--- src/rtl/vm_intercept_unit.sv ---
module vm_intercept_unit #(
  parameter int TYPE_W = 12,
  parameter int INFO_W = 64,
  parameter int ADDR_W = 32,
  parameter logic [TYPE_W-1:0] CRR_BASE = 12'h000,
  parameter logic [TYPE_W-1:0] CRW_BASE = 12'h010,
  parameter logic [TYPE_W-1:0] DRR_BASE = 12'h020,
  parameter logic [TYPE_W-1:0] DRW_BASE = 12'h030,
  parameter logic [TYPE_W-1:0] EXC_BASE = 12'h040,
  parameter logic [TYPE_W-1:0] GEN_BASE = 12'h060,
  parameter logic [TYPE_W-1:0] MSR_CODE = 12'h07C
) (
  input  logic              clk,
  input  logic              rst_n,
  input  logic              chk_valid,
  input  logic [TYPE_W-1:0] chk_type,
  input  logic [INFO_W-1:0] chk_param,
  input  logic [31:0]       msr_index,
  input  logic              icpt_en,
  input  logic [63:0]       gen_vec,
  input  logic [15:0]       crr_map,
  input  logic [15:0]       crw_map,
  input  logic [15:0]       drr_map,
  input  logic [15:0]       drw_map,
  input  logic [31:0]       exc_map,
  input  logic [ADDR_W-1:0] map_base,
  output logic              mem_req,
  output logic [ADDR_W-1:0] mem_addr,
  input  logic              mem_valid,
  input  logic [7:0]        mem_data,
  output logic              busy,
  output logic              done,
  output logic              exit_req,
  output logic [TYPE_W-1:0] exit_code,
  output logic [INFO_W-1:0] exit_info
);
  localparam logic [TYPE_W-1:0] MSR_BIT = MSR_CODE - GEN_BASE;
  localparam logic [18:0] WIN_A = 19'h60000;
  localparam logic [18:0] WIN_B = 19'h60008;

  logic fetching, done_q, exit_q;
  logic [2:0] bit_q;
  logic [TYPE_W-1:0] code_q;
  logic [INFO_W-1:0] info_q;
  logic [ADDR_W-1:0] addr_q;

  wire accept = chk_valid && !fetching;

  wire [TYPE_W-1:0] d_crr = chk_type - CRR_BASE;
  wire [TYPE_W-1:0] d_crw = chk_type - CRW_BASE;
  wire [TYPE_W-1:0] d_drr = chk_type - DRR_BASE;
  wire [TYPE_W-1:0] d_drw = chk_type - DRW_BASE;
  wire [TYPE_W-1:0] d_exc = chk_type - EXC_BASE;
  wire [TYPE_W-1:0] d_gen = chk_type - GEN_BASE;

  wire in_crr = d_crr < TYPE_W'(9);
  wire in_crw = d_crw < TYPE_W'(9);
  wire in_drr = d_drr < TYPE_W'(8);
  wire in_drw = d_drw < TYPE_W'(8);
  wire in_exc = d_exc < TYPE_W'(32);
  wire in_gen = d_gen < TYPE_W'(64);
  wire is_msr = chk_type == MSR_CODE;
  wire msr_on = gen_vec[MSR_BIT[5:0]];

  wire win_lo = msr_index[31:13] == 19'd0;
  wire win_a  = msr_index[31:13] == WIN_A;
  wire win_b  = msr_index[31:13] == WIN_B;
  wire in_win = win_lo || win_a || win_b;
  wire [1:0] win_sel = {win_b, win_a};

  wire walk = icpt_en && is_msr && msr_on && in_win;
  wire [ADDR_W-1:0] walk_addr = map_base + ADDR_W'({win_sel, msr_index[12:2]});

  logic hit;
  always_comb begin
    hit = 1'b0;
    if (!icpt_en)    hit = 1'b0;
    else if (in_crr) hit = crr_map[d_crr[3:0]];
    else if (in_crw) hit = crw_map[d_crw[3:0]];
    else if (in_drr) hit = drr_map[d_drr[3:0]];
    else if (in_drw) hit = drw_map[d_drw[3:0]];
    else if (in_exc) hit = exc_map[d_exc[4:0]];
    else if (is_msr) hit = msr_on && !in_win;
    else if (in_gen) hit = gen_vec[d_gen[5:0]];
  end

  always_ff @(posedge clk) begin
    if (!rst_n) begin
      fetching <= 1'b0;
      done_q   <= 1'b0;
      exit_q   <= 1'b0;
      bit_q    <= '0;
      code_q   <= '0;
      info_q   <= '0;
      addr_q   <= '0;
    end else begin
      done_q <= 1'b0;
      exit_q <= 1'b0;
      if (fetching) begin
        if (mem_valid) begin
          fetching <= 1'b0;
          done_q   <= 1'b1;
          exit_q   <= mem_data[bit_q];
        end
      end else if (accept) begin
        code_q <= chk_type;
        info_q <= chk_param;
        if (walk) begin
          fetching <= 1'b1;
          addr_q   <= walk_addr;
          bit_q    <= {msr_index[1:0], chk_param[0]};
        end else begin
          done_q <= 1'b1;
          exit_q <= hit;
        end
      end
    end
  end

  assign mem_req   = fetching;
  assign mem_addr  = addr_q;
  assign busy      = fetching;
  assign done      = done_q;
  assign exit_req  = exit_q;
  assign exit_code = code_q;
  assign exit_info = info_q;

  AST_OFF_NO_EXIT: assert property (@(posedge clk) disable iff (!rst_n)
    (accept && !icpt_en) |=> (done && !exit_req && !mem_req));
  AST_OUT_WIN_FAST: assert property (@(posedge clk) disable iff (!rst_n)
    (accept && icpt_en && is_msr && msr_on && !in_win) |=> (done && exit_req && !mem_req));
  AST_EXIT_WITH_DONE: assert property (@(posedge clk) disable iff (!rst_n)
    exit_req |-> done);
  AST_REQ_HOLD: assert property (@(posedge clk) disable iff (!rst_n)
    (mem_req && !mem_valid) |=> (mem_req && $stable(mem_addr)));
  AST_FETCH_DONE: assert property (@(posedge clk) disable iff (!rst_n)
    (mem_req && mem_valid) |=> (done && !mem_req));
  AST_BUSY_QUIET: assert property (@(posedge clk) disable iff (!rst_n)
    (busy && !mem_valid) |=> (busy && !done));
endmodule

--- config.mk ---
export PLATFORM = sky130hd
export DESIGN_NAME = vm_intercept_unit
export DESIGN_NICKNAME = d
export VERILOG_FILES = /design/src/rtl/vm_intercept_unit.sv
export SDC_FILE = /design/constraint.sdc
export NUM_CORES = 1
export LEC_CHECK = 0
export ABC_AREA = 1
export BUFFER_PORTS_ARGS = -buffer_cell sky130_fd_sc_hd__buf_2
export CAP_MARGIN = 30
export CORE_AREA = 4 4 163 165
export CTS_BUF_LIST = sky130_fd_sc_hd__clkbuf_16
export DETAILED_ROUTE_END_ITERATION = 12
export DIE_AREA = 0 0 167 169
export PLACE_DENSITY = 0.64
export SLEW_MARGIN = 30
export SYNTH_ARGS = -nofsm -noshare
export SYNTH_HDL_FRONTEND = slang
export SYNTH_SLANG_ARGS = --single-unit
--- constraint.sdc ---
create_clock -name clk -period 6.11 [get_ports clk]
set_input_delay 1.222 -clock clk [delete_from_list [all_inputs] [get_ports clk]]
set_output_delay 1.222 -clock clk [all_outputs]
set_load 0.05 [all_outputs]
# Word-level counts from Yosys, hierarchy flattened
# Index checks and enable logic that the tools add are counted.
# op_classes
add_sub_neg,6
n_mul,0
div_mod_pow,0
order_cmp,13
eq_ne,3
shifts,0
muxes,34
n_bitwise,1
reduce_logical,12
# op_table
cell,n
$lt 12x4->1 const B,4
$eq 19x19->1 const B,2
$add 32x13->32,1
$mux 1,27
$sub 12x6->12 const B,2
$sub 12x7->12 const B,2
$lt 4x5->1 const B,4
$logic_not 19->1,1
$bmux 1 s4,4
$eq 12x7->1 const B,1
$lt 12x6->1 const B,1
$lt 12x7->1 const B,1
$sub 12x5->12 const B,1
$lt 6x7->1 const B,1
$bmux 1 s6,1
$lt 5x6->1 const B,1
$bmux 1 s5,1
$logic_and 1x1->1,5
$lt 3x4->1 const B,1
$bmux 1 s3,1
$reduce_and 3->1,1
$logic_not 1->1,2
$logic_or 1x1->1,2
$reduce_and 2->1,1
$not 1->1,1
# word_totals
register_bits,114
latch_bits,0
ramBits,0
rom_bits,0
inputBits,313
output_inout_bits,112
wordCells,76
n_memories,0

# Depth between registers and ports, before layout
# Gate-level depths: netlist of run 1.
# depth
depth_word,15
mapped_depth,19
ltp_nobuf,17

# Worst setup path before layout of run 1
# Ideal clock, no wire load.
# synth_path
path_kind,in2reg
start,input msr_index[2]
end,"register addr_q[28], in the netlist mem_addr[28]"
setup_ns,0.064
arrival_time_ns,2.873
t_required_ns,6.046
setup_slack_ns,3.173
cell_stages,15
n_path_buf,0
path_cell_list,ha_1 -> inv_1 -> fa_1 -> o21ai_2 -> nand2_1 -> nand2_2 -> nand2_1 -> nand2_2 -> inv_2 -> o21ai_2 -> nand4_1 -> nand2_1 -> xor2_1 -> nor2_1 -> nor2_1
# synth_between
elab_chain_cells,1
# synth_lines
item,line,rtl
"start, declared",18,"input logic [31:0] msr_index,"
$add 32x13->32,72,"wire [ADDR_W-1:0] walk_addr = map_base + ADDR_W'({win_sel, msr_index[12:2]});"
"end signal, assigned",110,addr_q <= walk_addr;
"end, declared",45,logic [ADDR_W-1:0] addr_q;
# Every way passes these cells.
# A chain may end at the register's enable or synchronous reset.

# Worst setup path after layout of run 1
# layout_path
start,input chk_type[1]
end,"register exit_q, in the netlist exit_req"
# layout_between
elab_chain_cells,14
elab_cells_between_ends,38
cone_classes,add/sub (5); order compare (6); eq/ne (1); mux (23); reduce/logical (3)
# layout_lines
item,line,rtl
"start, declared",16,"input logic [TYPE_W-1:0] chk_type,"
$sub 12x7->12,54,wire [TYPE_W-1:0] d_gen = chk_type - GEN_BASE;
$bmux 1 s6,84,else if (in_gen) hit = gen_vec[d_gen[5:0]];
$mux 1 (not written as such),84,
$mux 1,84,
$mux 1,83,else if (is_msr) hit = msr_on && !in_win;
$mux 1,82,else if (in_exc) hit = exc_map[d_exc[4:0]];
$mux 1,81,else if (in_drw) hit = drw_map[d_drw[3:0]];
$mux 1,80,else if (in_drr) hit = drr_map[d_drr[3:0]];
$mux 1,79,else if (in_crw) hit = crw_map[d_crw[3:0]];
$mux 1,78,else if (in_crr) hit = crr_map[d_crr[3:0]];
$mux 1,77,if (!icpt_en) hit = 1'b0;
$mux 1 *,108,if (walk) begin
$mux 1 *,105,end else if (accept) begin
$mux 1 *,99,if (fetching) begin
"end signal, assigned",103,exit_q <= mem_data[bit_q];
"end signal, assigned",114,exit_q <= hit;
"end, declared",41,"logic fetching, done_q, exit_q;"
# Every way passes the cells marked *; elsewhere a longest branch is shown, timed or not. The select of a mux whose other input is x is not followed.

==> flow_summary_export.csv, run 1 <==
group,metric,value,unit
synth,synth_cells,1096,
clock_network,clk_pin_slew_worst_paths,0.07,ns
worst_setup_path,cp.required,6.44,ns
layout,drive_above_1_share,0.318,
sta,rsz0062_at_grt,"false",
worst_setup_path,regToRegSetupSlack,3.90,ns
routing,vias,8446,
power_and_ir_drop,power.leakage,4.98,nW
grt,grt_pass1_wl,41100,µm
clock_network,cts_buffers,17,
synth,yosysSeqAreaShare,0.326,
sta,finalCritPeriodShare,0.556,
layout,fin_util,0.389,
layout,layout.nets,1793,
placement,dp.final_hpwl,20400,µm
power_and_ir_drop,p_per_area,245,mW/mm²
outcome,status,"finished, final reports clean",
layout,area_growth,39.4,%
worst_setup_path,start_kind,"primary input",
worst_setup_path,cp_common_cell,"nand2_1",
worst_setup_path,crit_fanout,37,
synth,synth.avg_cell_area,6.38,µm²
sta,setup_violations,0,
grt,grt_use_met2,0.308,
placement,port_buffers,401,
worst_setup_path,r2r_end,"exit_req",
floorplanning,rows,58,
placement,gp_congestion,0.878,
grt,grt_usage,0.176,
worst_setup_path,crit_family,"simple AND/OR/NAND/NOR gates",
synth,synth_seq_cells,114,
grt,grt-ovfl-total,0,
synth,yosysUniqueCellTypes,48,
worst_setup_path,cp-endpoint,"exit_req",
power_and_ir_drop,power,2.38,mW
routing,route.detailed.drc,0,
clock_network,clockBufferDepth,2,
worst_setup_path,arrival,3.73,ns
floorplanning,initial_core_util,0.279,
sta,hold_viol,0,
clock_network,clkSinkCount,114,
worst_setup_path,cp_num_buf_inv,2,
worst_hold_path,hp-class,"flip-flop to flip-flop",
power_and_ir_drop,ir_drop,135,µV
clock_network,post-cts-setup-buffers,0,
floorplanning,boundaryPins,425,
worst_setup_path,crit_slowest_cell,"buf_2",
synth,netlist_area,0.00699,mm²
worst_setup_path,crit_chain,"buf_2 -> inv_2 -> nand3_1 -> nand2_1 -> nand2_1 -> nand2_1 -> nor2_1 -> nor2_1 -> nor2_1 -> nand3_1 -> nand2_1 -> nand2_1 -> nand2_1 -> nand2_1 -> nand2_1 -> nand2_1 -> a21oi_1",
worst_setup_path,critPathKind,"primary input to flip-flop",
grt,grt_pass1_vias,8189,
sta,period_needed,3.40,ns
floorplanning,die_area,0.0282,mm²
grt,top_usage_layer,"met2",
routing,routedWlPerCell,14.6,µm
sta,tightest_slew,0.964,ns
sta,max_freq,294,MHz
synth,yosysWarnings,0,
worst_setup_path,reg2reg_from,"busy",
clock_network,tritoncts,"done",
grt,grtUsageMet3,0.0528,
grt,grt_max_degree,109,
routing,viasPerCell,4.67,
grt,antenna_found_initial,3,
routing,initialDrtViolationCount,452,
sta,slew_violations,0,
worst_setup_path,critPathLaunch,"chk_type[1]",
routing,drtAntennaViolNets,0,
synth,synth_nets,1427,
floorplanning,die_y,169,µm
worst_setup_path,cp_num_cells,17,
job,drv_cap,0,
sta,tns,0,ns
sta,slew_headroom,0.357,
floorplanning,die_x,167,µm
worst_setup_path,slowest_delay,0.56,ns
floorplanning,coreArea,0.0250,mm²
clock_network,clockRootBuffer,"clkbuf_16",
clock_network,clk_latency,0.41,ns
clock_network,cts_resized,0,
clock_network,htree_levels,4,
worst_setup_path,reg2reg_depth,9,
routing,wl,26400,µm
grt,met1_usage,0.209,
routing,dr.pass1.iters,5,
worst_setup_path,cp-end-kind,"flip-flop",
layout,n_fill_cell,2739,
clock_network,hold_buffers,0,
sta,skew,0.0165,ns
==> synth_stat cells (all sizes together) <==
cell,instances,area share
a22oi,2,0.0021
inv,60,0.033
xor2,15,0.019
o22ai,1,0.00090
or3,1,0.00090
nor2,224,0.13
xnor2,5,0.0063
a221o,1,0.0014
fa,1,0.0029
a21boi,2,0.0021
o2111ai,1,0.0013
nand4,15,0.013
o21ai,138,0.10
o211ai,1,0.0011
dfxtp,114,0.33
buf,29,0.033
ha,17,0.030
nand2,253,0.14
o221ai,1,0.0013
a31oi,7,0.0063
nand3,73,0.054
nor4,6,0.0054
o31ai,1,0.0011
a211oi,1,0.0011
clkinv,3,0.0018
a21oi,73,0.053
nand3b,2,0.0021
clkbuf,29,0.016
nor3,13,0.010
o21bai,2,0.0038
or2,2,0.0018
a32o,3,0.0043
==> metal layers <==
layer / wire [µm] / vias up
met4: 492 / 4
met2: 12900 / 273
met1: 11000 / 3781
met3: 1940 / 42
li1: - / 4346
met5: 21 / -
==> area by class of cell <==
| cell class | count | area, µm² | area share |
|---|---|---|---|
| well taps | 330 | 413 | 0.0424 |
| diodes | 3 | 7.51 | 0.000770 |
| inverters | 63 | 240 | 0.0247 |
| multi-input cells | 861 | 4130 | 0.424 |
| clock buffers | 17 | 425 | 0.0437 |
| flip-flops and latches | 114 | 2280 | 0.234 |
| repair buffers | 405 | 2040 | 0.209 |
| clock inverters | 14 | 206 | 0.0212 |
==> worst reg2reg max path: cells and delay by family (launching register included) <==
family                 cells  cell delay [ns]
flip-flops                 1             0.38
AND/OR/NAND/NOR            4             0.44
AO/OA/AOI/OAI              1             0.14
buffers and inverters      4             1.19
==> flip-flops by register name (all words and copies together) (netlist names) <==
register / cells
exit_info: 64
exit_code: 12
busy: 1
done: 1
bit_q: 3
mem_addr: 32
exit_req: 1
==> how the worst min path moves through the flow <==
stage | cells past startpoint | start | to
2_1_floorplan | 2 | bit_q[2] | bit_q[2]
5_1_grt | 2 | mem_addr[24] | mem_addr[24]
6_report | 2 | mem_addr[24] | mem_addr[24]
4_1_cts | 2 | mem_addr[12] | mem_addr[12]
3_3_place_gp | 2 | mem_addr[12] | mem_addr[12]
3_5_place_dp | 2 | mem_addr[12] | mem_addr[12]
==> power breakdown <==
group | switching, mW | total (mW) | internal (mW)
sequential | 0.0154 | 0.795 | 0.780
combinational | 0.347 | 0.522 | 0.175
clock | 0.381 | 1.07 | 0.687
==> placed cells by master (no fill, tap or decap), drive strengths merged, types with 2 or more instances in the layout <==
cell type  count
or2            2
nor4           6
clkinvlp       3
inv           63
xnor2          5
a31oi          7
nor3          13
buf          405
nand3b         2
o21ai        138
clkbuf        17
nor2         224
ha            17
bufinv         4
xor2          15
nand3         73
a21boi         2
a22oi          2
nand2        253
o21bai         2
a32o           3
clkinv         7
dfxtp        114
diode          3
a21oi         73
nand4         15
==> logic make-up after synthesis <==
family	share of synthesized area
AND/OR/NAND/NOR	0.353
AO/OA/AOI/OAI	0.180
buffers and inverters	0.0829
flip-flops	0.326
XOR/XNOR	0.0251
adder cells (fa/ha/maj)	0.0333
==> through the flow <==
stage	cell area (µm²)	hold WS, ns	setup WS [ns]	std cells
after floorplan	6990	0.449	3.17	1096
after global placement	9100	0.449	2.29	1773
after detailed placement	9100	0.457	2.29	1773
after CTS	9740	0.467	2.72	1804
after global routing	9740	0.493	2.45	1805
final	9740	0.467	2.71	1807
Power figures use the tool's default switching activity.
==> run 2, diff against run 1 <==
Settings changed: CORE_AREA 4 4 163 165 to 4 4 165 167, DIE_AREA 0 0 167 169 to 0 0 169 171, PLACE_DENSITY 0.64 to 0.63.
Clock period 6.11 ns to 3.2 ns, I/O delays scaled along.
==> flow_summary_export.csv, run 2 (synthesis results as in run 1) <==
group,metric,value,unit
outcome,status,"finished, final reports clean",
clock_network,htree_levels,4,
layout,final_cell_area,0.00984,mm²
floorplanning,coreArea,0.0258,mm²
sta,skew,0.0190,ns
routing,viasPerCell,4.69,
floorplanning,rows,59,
layout,drive_above_1_share,0.322,
sta,slew_violations,0,
sta,finalCritPeriodShare,0.757,
power_and_ir_drop,p_clk_frac,0.449,
clock_network,clk_pin_slew_worst_paths,0.06,ns
power_and_ir_drop,cellInternalPower,3.14,mW
routing,vias,8535,
routing,routedWlPerCell,14.9,µm
job,drv_cap,0,
routing,initialDrtViolationCount,508,
clock_network,cts_buffers,17,
grt,grt_usage,0.176,
worst_setup_path,regToRegSetupSlack,1.21,ns
floorplanning,die_area,0.0289,mm²
power_and_ir_drop,power,4.59,mW
layout,final_common_cell,"buf_2",
layout,fin_util,0.382,
clock_network,clockRootBuffer,"clkbuf_16",
grt,grt_use_met2,0.303,
sta,max_freq,413,MHz
layout,layout.nets,1802,
power_and_ir_drop,power_frac_seq,0.331,
floorplanning,boundaryPins,425,
clock_network,hold_buffers,0,
worst_setup_path,cp-end-kind,"flip-flop",
grt,grt_pass1_vias,8215,
clock_network,clk_latency,0.41,ns
grt,top_usage_layer,"met2",
floorplanning,die_x,169,µm
worst_setup_path,crit_fanout,5,
sta,setup_violations,0,
grt,grt-ovfl-total,0,
worst_setup_path,critPathKind,"primary input to flip-flop",
grt,antenna_found_initial,0,
grt,grt_max_degree,88,
clock_network,clockBufferDepth,2,
clock_network,tritoncts,"done",
routing,drtAntennaViolNets,0,
power_and_ir_drop,power.leakage,5.04,nW
clock_network,post-cts-setup-buffers,0,
power_and_ir_drop,p_sw_frac,0.315,
routing,dr.pass1.iters,5,
layout,area_growth,40.7,%
placement,placed_cell_area,0.00920,mm²
sta,tightest_slew,0.642,ns
floorplanning,die_y,171,µm
grt,met1_usage,0.211,
sta,period_needed,2.42,ns
worst_setup_path,cp.required,3.55,ns
placement,dp.final_hpwl,21300,µm
sta,rsz0062_at_grt,"false",
power_and_ir_drop,combPwrFrac,0.220,
clock_network,cts_resized,0,
placement,gp_congestion,0.927,
sta,tns,0,ns
layout,mostFrequentLayoutCells,"401 x buf_2, 247 x nand2_1, 215 x nor2_1",
worst_setup_path,start_kind,"primary input",
clock_network,clkSinkCount,114,
layout,largest_reg_flops,64,
sta,hold_viol,0,
floorplanning,initial_core_util,0.271,
grt,grtUsageMet3,0.0534,
power_and_ir_drop,ir_drop,263,µV
routing,route.detailed.drc,0,
worst_setup_path,arrival,2.77,ns
routing,wl,27000,µm
power_and_ir_drop,switching_power,1.45,mW
power_and_ir_drop,p_per_area,466,mW/mm²
grt,grt_pass1_wl,41500,µm
placement,port_buffers,401,
sta,slew_headroom,0.571,
worst_hold_path,hp-class,"flip-flop to flip-flop",
==> run 2: per-layer routing <==
| layer | routed length (µm) | vias up |
|---|---|---|
| li1 | - | 4370 |
| met1 | 11100 | 3827 |
| met2 | 13000 | 300 |
| met3 | 2320 | 38 |
| met4 | 581 | 0 |
| met5 | 0 | - |
==> run 2: through the flow <==
step                      hold slack, ns  setup WS [ns]  instances
final                              0.465          0.777       1820
after global routing               0.474          0.517       1819
after CTS                          0.450          0.784       1819
after detailed placement           0.458          0.347       1787
after global placement             0.449          0.375       1787
after floorplan                    0.449          0.845       1096
==> run 2: cell type report <==
| cell class | instances | area, µm² |
|---|---|---|
| fill | 2808 | 15900 |
| multi-input combinational | 861 | 4130 |
| sequential | 114 | 2280 |
| timing repair buffer | 414 | 2130 |
| clock buffer | 17 | 425 |
| tap | 335 | 419 |
| inverter | 63 | 240 |
| clock inverter | 15 | 206 |
| antenna | 1 | 2.50 |
==> run 2: worst paths after layout <==
check,start,end,cells past startpoint
worst min register to register,mem_addr[24],mem_addr[24],2
worst min-delay path,mem_addr[24],mem_addr[24],2
worst max-delay path,msr_index[28],mem_addr[26],15
worst max register to register,busy,mem_addr[11],8
==> run 2: critical path: stages <==
cell	delay, ns
buf_2	0.09
nor2_1	0.10
nand2_1	0.06
nor2_1	0.21
nand3_1	0.13
nor2_1	0.16
ha_1	0.31
a21oi_1	0.28
o21ai_0	0.13
a21oi_2	0.24
nor2_2	0.08
nand3_1	0.09
xnor2_1	0.12
nor2_1	0.06
nor2_1	0.08
==> run 2: power by group through the flow <==
stage	sequential, mW	combinational [mW]	clock, mW
2_1_floorplan	1.79	0.411	0
3_3_place_gp	1.55	1.01	0
3_5_place_dp	1.55	1.01	0
4_1_cts	1.52	1.02	2.11
5_1_grt	1.53	1.12	2.17
6_report	1.52	1.01	2.06
==> run 3, diff against run 2 <==
Settings changed: ABC_AREA 1 to 0, CORE_AREA 4 4 165 167 to 4 4 163 165, DIE_AREA 0 0 169 171 to 0 0 167 169, PLACE_DENSITY 0.63 to 0.62.
Clock period 3.2 ns to 2.4 ns, I/O delays scaled along.
==> flow_summary_export.csv, run 3 <==
group,metric,value,unit
outcome,status,"finished with violations",
outcome,violations,"negative setup slack",
synth,synthArstFlopShare,0,
worst_setup_path,regToRegSetupSlack,0.43,ns
clock_network,htree_levels,4,
clock_network,clk_latency,0.41,ns
layout,final_common_cell,"buf_2",
floorplanning,die_area,0.0282,mm²
sta,layout_setup_ws,-0.0398,ns
routing,route.detailed.drc,0,
worst_setup_path,r2r_end,"exit_req",
sta,rsz0062_at_grt,"true",
sta,tightest_slew,0.536,ns
floorplanning,boundaryPins,425,
sta,max_freq,410,MHz
grt,grt_usage,0.178,
grt,grt_pass1_wl,40700,µm
grt,grt_max_degree,77,
synth,yosysSeqAreaShare,0.345,
layout,mostFrequentLayoutCells,"399 x buf_2, 193 x nand2_1, 114 x dfxtp_1",
sta,period_needed,2.44,ns
sta,setup_violations,7,
worst_setup_path,critPathKind,"primary input to flip-flop",
clock_network,clk_pin_slew_worst_paths,0.06,ns
floorplanning,initial_core_util,0.264,
worst_setup_path,reg2reg_from,"bit_q[0]",
sta,finalCritPeriodShare,1.02,
placement,port_buffers,404,
worst_setup_path,start_kind,"primary input",
routing,dr.pass1.iters,5,
routing,wl,26400,µm
routing,viasPerCell,4.79,
synth,yosysMostFrequentCell,"nand2_1",
placement,dp.cells,1538,
worst_setup_path,reg2reg_depth,6,
layout,drive_above_1_share,0.488,
grt,grt_pass1_vias,7459,
routing,drtAntennaViolNets,0,
worst_hold_path,whs_endpoint,"exit_info[25]",
floorplanning,die_x,167,µm
worst_setup_path,cp-end-kind,"flip-flop",
layout,layoutNonFillerInstCount,1572,
power_and_ir_drop,p_per_area,568,mW/mm²
grt,antenna_found_initial,3,
synth,yosysWarnings,0,
sta,fin_hold_ws,0.302,ns
sta,hold_viol,0,
worst_hold_path,hp-class,"primary input to flip-flop",
floorplanning,coreArea,0.0250,mm²
routing,initialDrtViolationCount,470,
synth,synth_common_cells,"193 x nand2_1, 114 x dfxtp_1, 110 x a21oi_1",
routing,routedWlPerCell,16.8,µm
floorplanning,rows,58,
worst_setup_path,crit_slowest_cell,"or4_4",
clock_network,tritoncts,"done",
sta,skew,0.0121,ns
power_and_ir_drop,power,5.87,mW
placement,gp_congestion,0.863,
layout,area_growth,56.4,%
synth,netlist_area,0.00661,mm²
synth,synthFlopType,"dfxtp_1",
job,drv_cap,0,
synth,synth.avg_cell_area,8.59,µm²
power_and_ir_drop,ir_drop,420,µV
sta,slew_headroom,0.639,
synth,netlist.area_leader.share,0.345,
worst_setup_path,crit_fanout,4,
clock_network,clockBufferDepth,2,
layout,largest_reg_flops,64,
grt,grt-ovfl-total,0,
placement,dp.final_hpwl,21000,µm
clock_network,clockRootBuffer,"clkbuf_16",
worst_setup_path,arrival,2.75,ns
layout,layout.nets,1560,
synth,synth_edf_count,0,
synth,synth_area_leaders,"dfxtp_1 35%, mux4_2 13%, nand2_1 11%, a21oi_1 8.3%, ha_1 3.2%",
worst_hold_path,hp-start,"chk_param[25]",
worst_setup_path,slowest_delay,0.47,ns
clock_network,cts_buffers,17,
synth,synth_seq_cells,114,
synth,yosysUniqueCellTypes,69,
synth,synth_nets,1100,
sta,slew_violations,0,
routing,vias,7535,
worst_setup_path,crit_chain,"buf_6 -> nor4_4 -> nand4_1 -> nor3_2 -> ha_1 -> and3_4 -> nand4_4 -> and2_4 -> or4_4 -> a311oi_2",
synth,synth_cells,769,
clock_network,clkSinkCount,114,
floorplanning,die_y,169,µm
layout,n_antenna_cell,0,
worst_setup_path,cp.required,2.71,ns
power_and_ir_drop,power.leakage,4.76,nW
worst_hold_path,worstHoldPathCells,3,
synth,post-synth-top-area-cell,"dfxtp_1",
==> run 3: critical path: cells and delay by family <==
family | cells | cell delay, ns
fa+ha+maj | 1 | 0.24
compound gates | 1 | 0.19
simple gates | 7 | 1.73
buf+inv | 1 | 0.10
==> run 3: logic make-up after synthesis <==
logic type | after synthesis | share of synthesized area
multiplexers | 43 | 0.136
flip-flops | 114 | 0.345
buffers and inverters | 64 | 0.0460
AND/OR/NAND/NOR | 304 | 0.214
XOR/XNOR | 28 | 0.0371
AO/OA/AOI/OAI | 198 | 0.187
adder cells (fa/ha/maj) | 18 | 0.0352
==> run 3: how the worst max path moves through the flow <==
stage / start / to / slack [ns] / depth (start not counted)
after floorplan: msr_index[22] / mem_addr[31] / -0.30 / 10
after global placement: msr_index[17] / mem_addr[28] / -0.57 / 12
after detailed placement: msr_index[17] / mem_addr[28] / -0.63 / 12
after CTS: msr_index[17] / mem_addr[17] / 0.003 / 12
after global routing: msr_index[18] / mem_addr[19] / -0.14 / 11
final: msr_index[18] / mem_addr[31] / -0.04 / 10
==> run 3: layout make-up <==
type                    instances  area (µm²)
flip-flops and latches        114        2280
clock inverters                15         160
repair buffers                491        2830
well taps                     330         413
fillers                      2573       14700
clock buffers                  17         425
inverters                      14        53.8
multi-input cells             591        4170
==> run 3: layer usage <==
layer	wire, µm	GRT usage
met2	12600	0.299
met3	1950	0.0521
met1	11400	0.227
met5	14	0
met4	403	0.0452
==> run 3: stage by stage <==
step / TNS (ns) / area, µm² / setup slack, ns / util
4_1_cts: 0 / 10200 / 0.00287 / 0.409
2_1_floorplan: -3.18 / 6690 / -0.301 / -
3_3_place_gp: -8.69 / 9630 / -0.569 / 0.384
6_report: -0.119 / 10300 / -0.0398 / 0.413
3_5_place_dp: -9.71 / 9630 / -0.631 / 0.384
5_1_grt: -1.46 / 10300 / -0.138 / 0.413
==> run 3: what timing repair did <==
action                     4_1_cts  5_1_grt
pin swaps                        4       22
hold buffers                     0        0
gates resized for setup          7       17
buffers inserted                 1        1
setup endpoints to repair       16       17
==> run 3: report_power, final <==
group / internal (mW) / leakage, nW / switching (mW) / total [mW]
logic: 0.577 / 3.54 / 0.761 / 1.34
clock network: 1.54 / 0.284 / 0.995 / 2.53
registers: 1.96 / 0.933 / 0.0321 / 2.00
total: 4.08 / 4.76 / 1.79 / 5.87
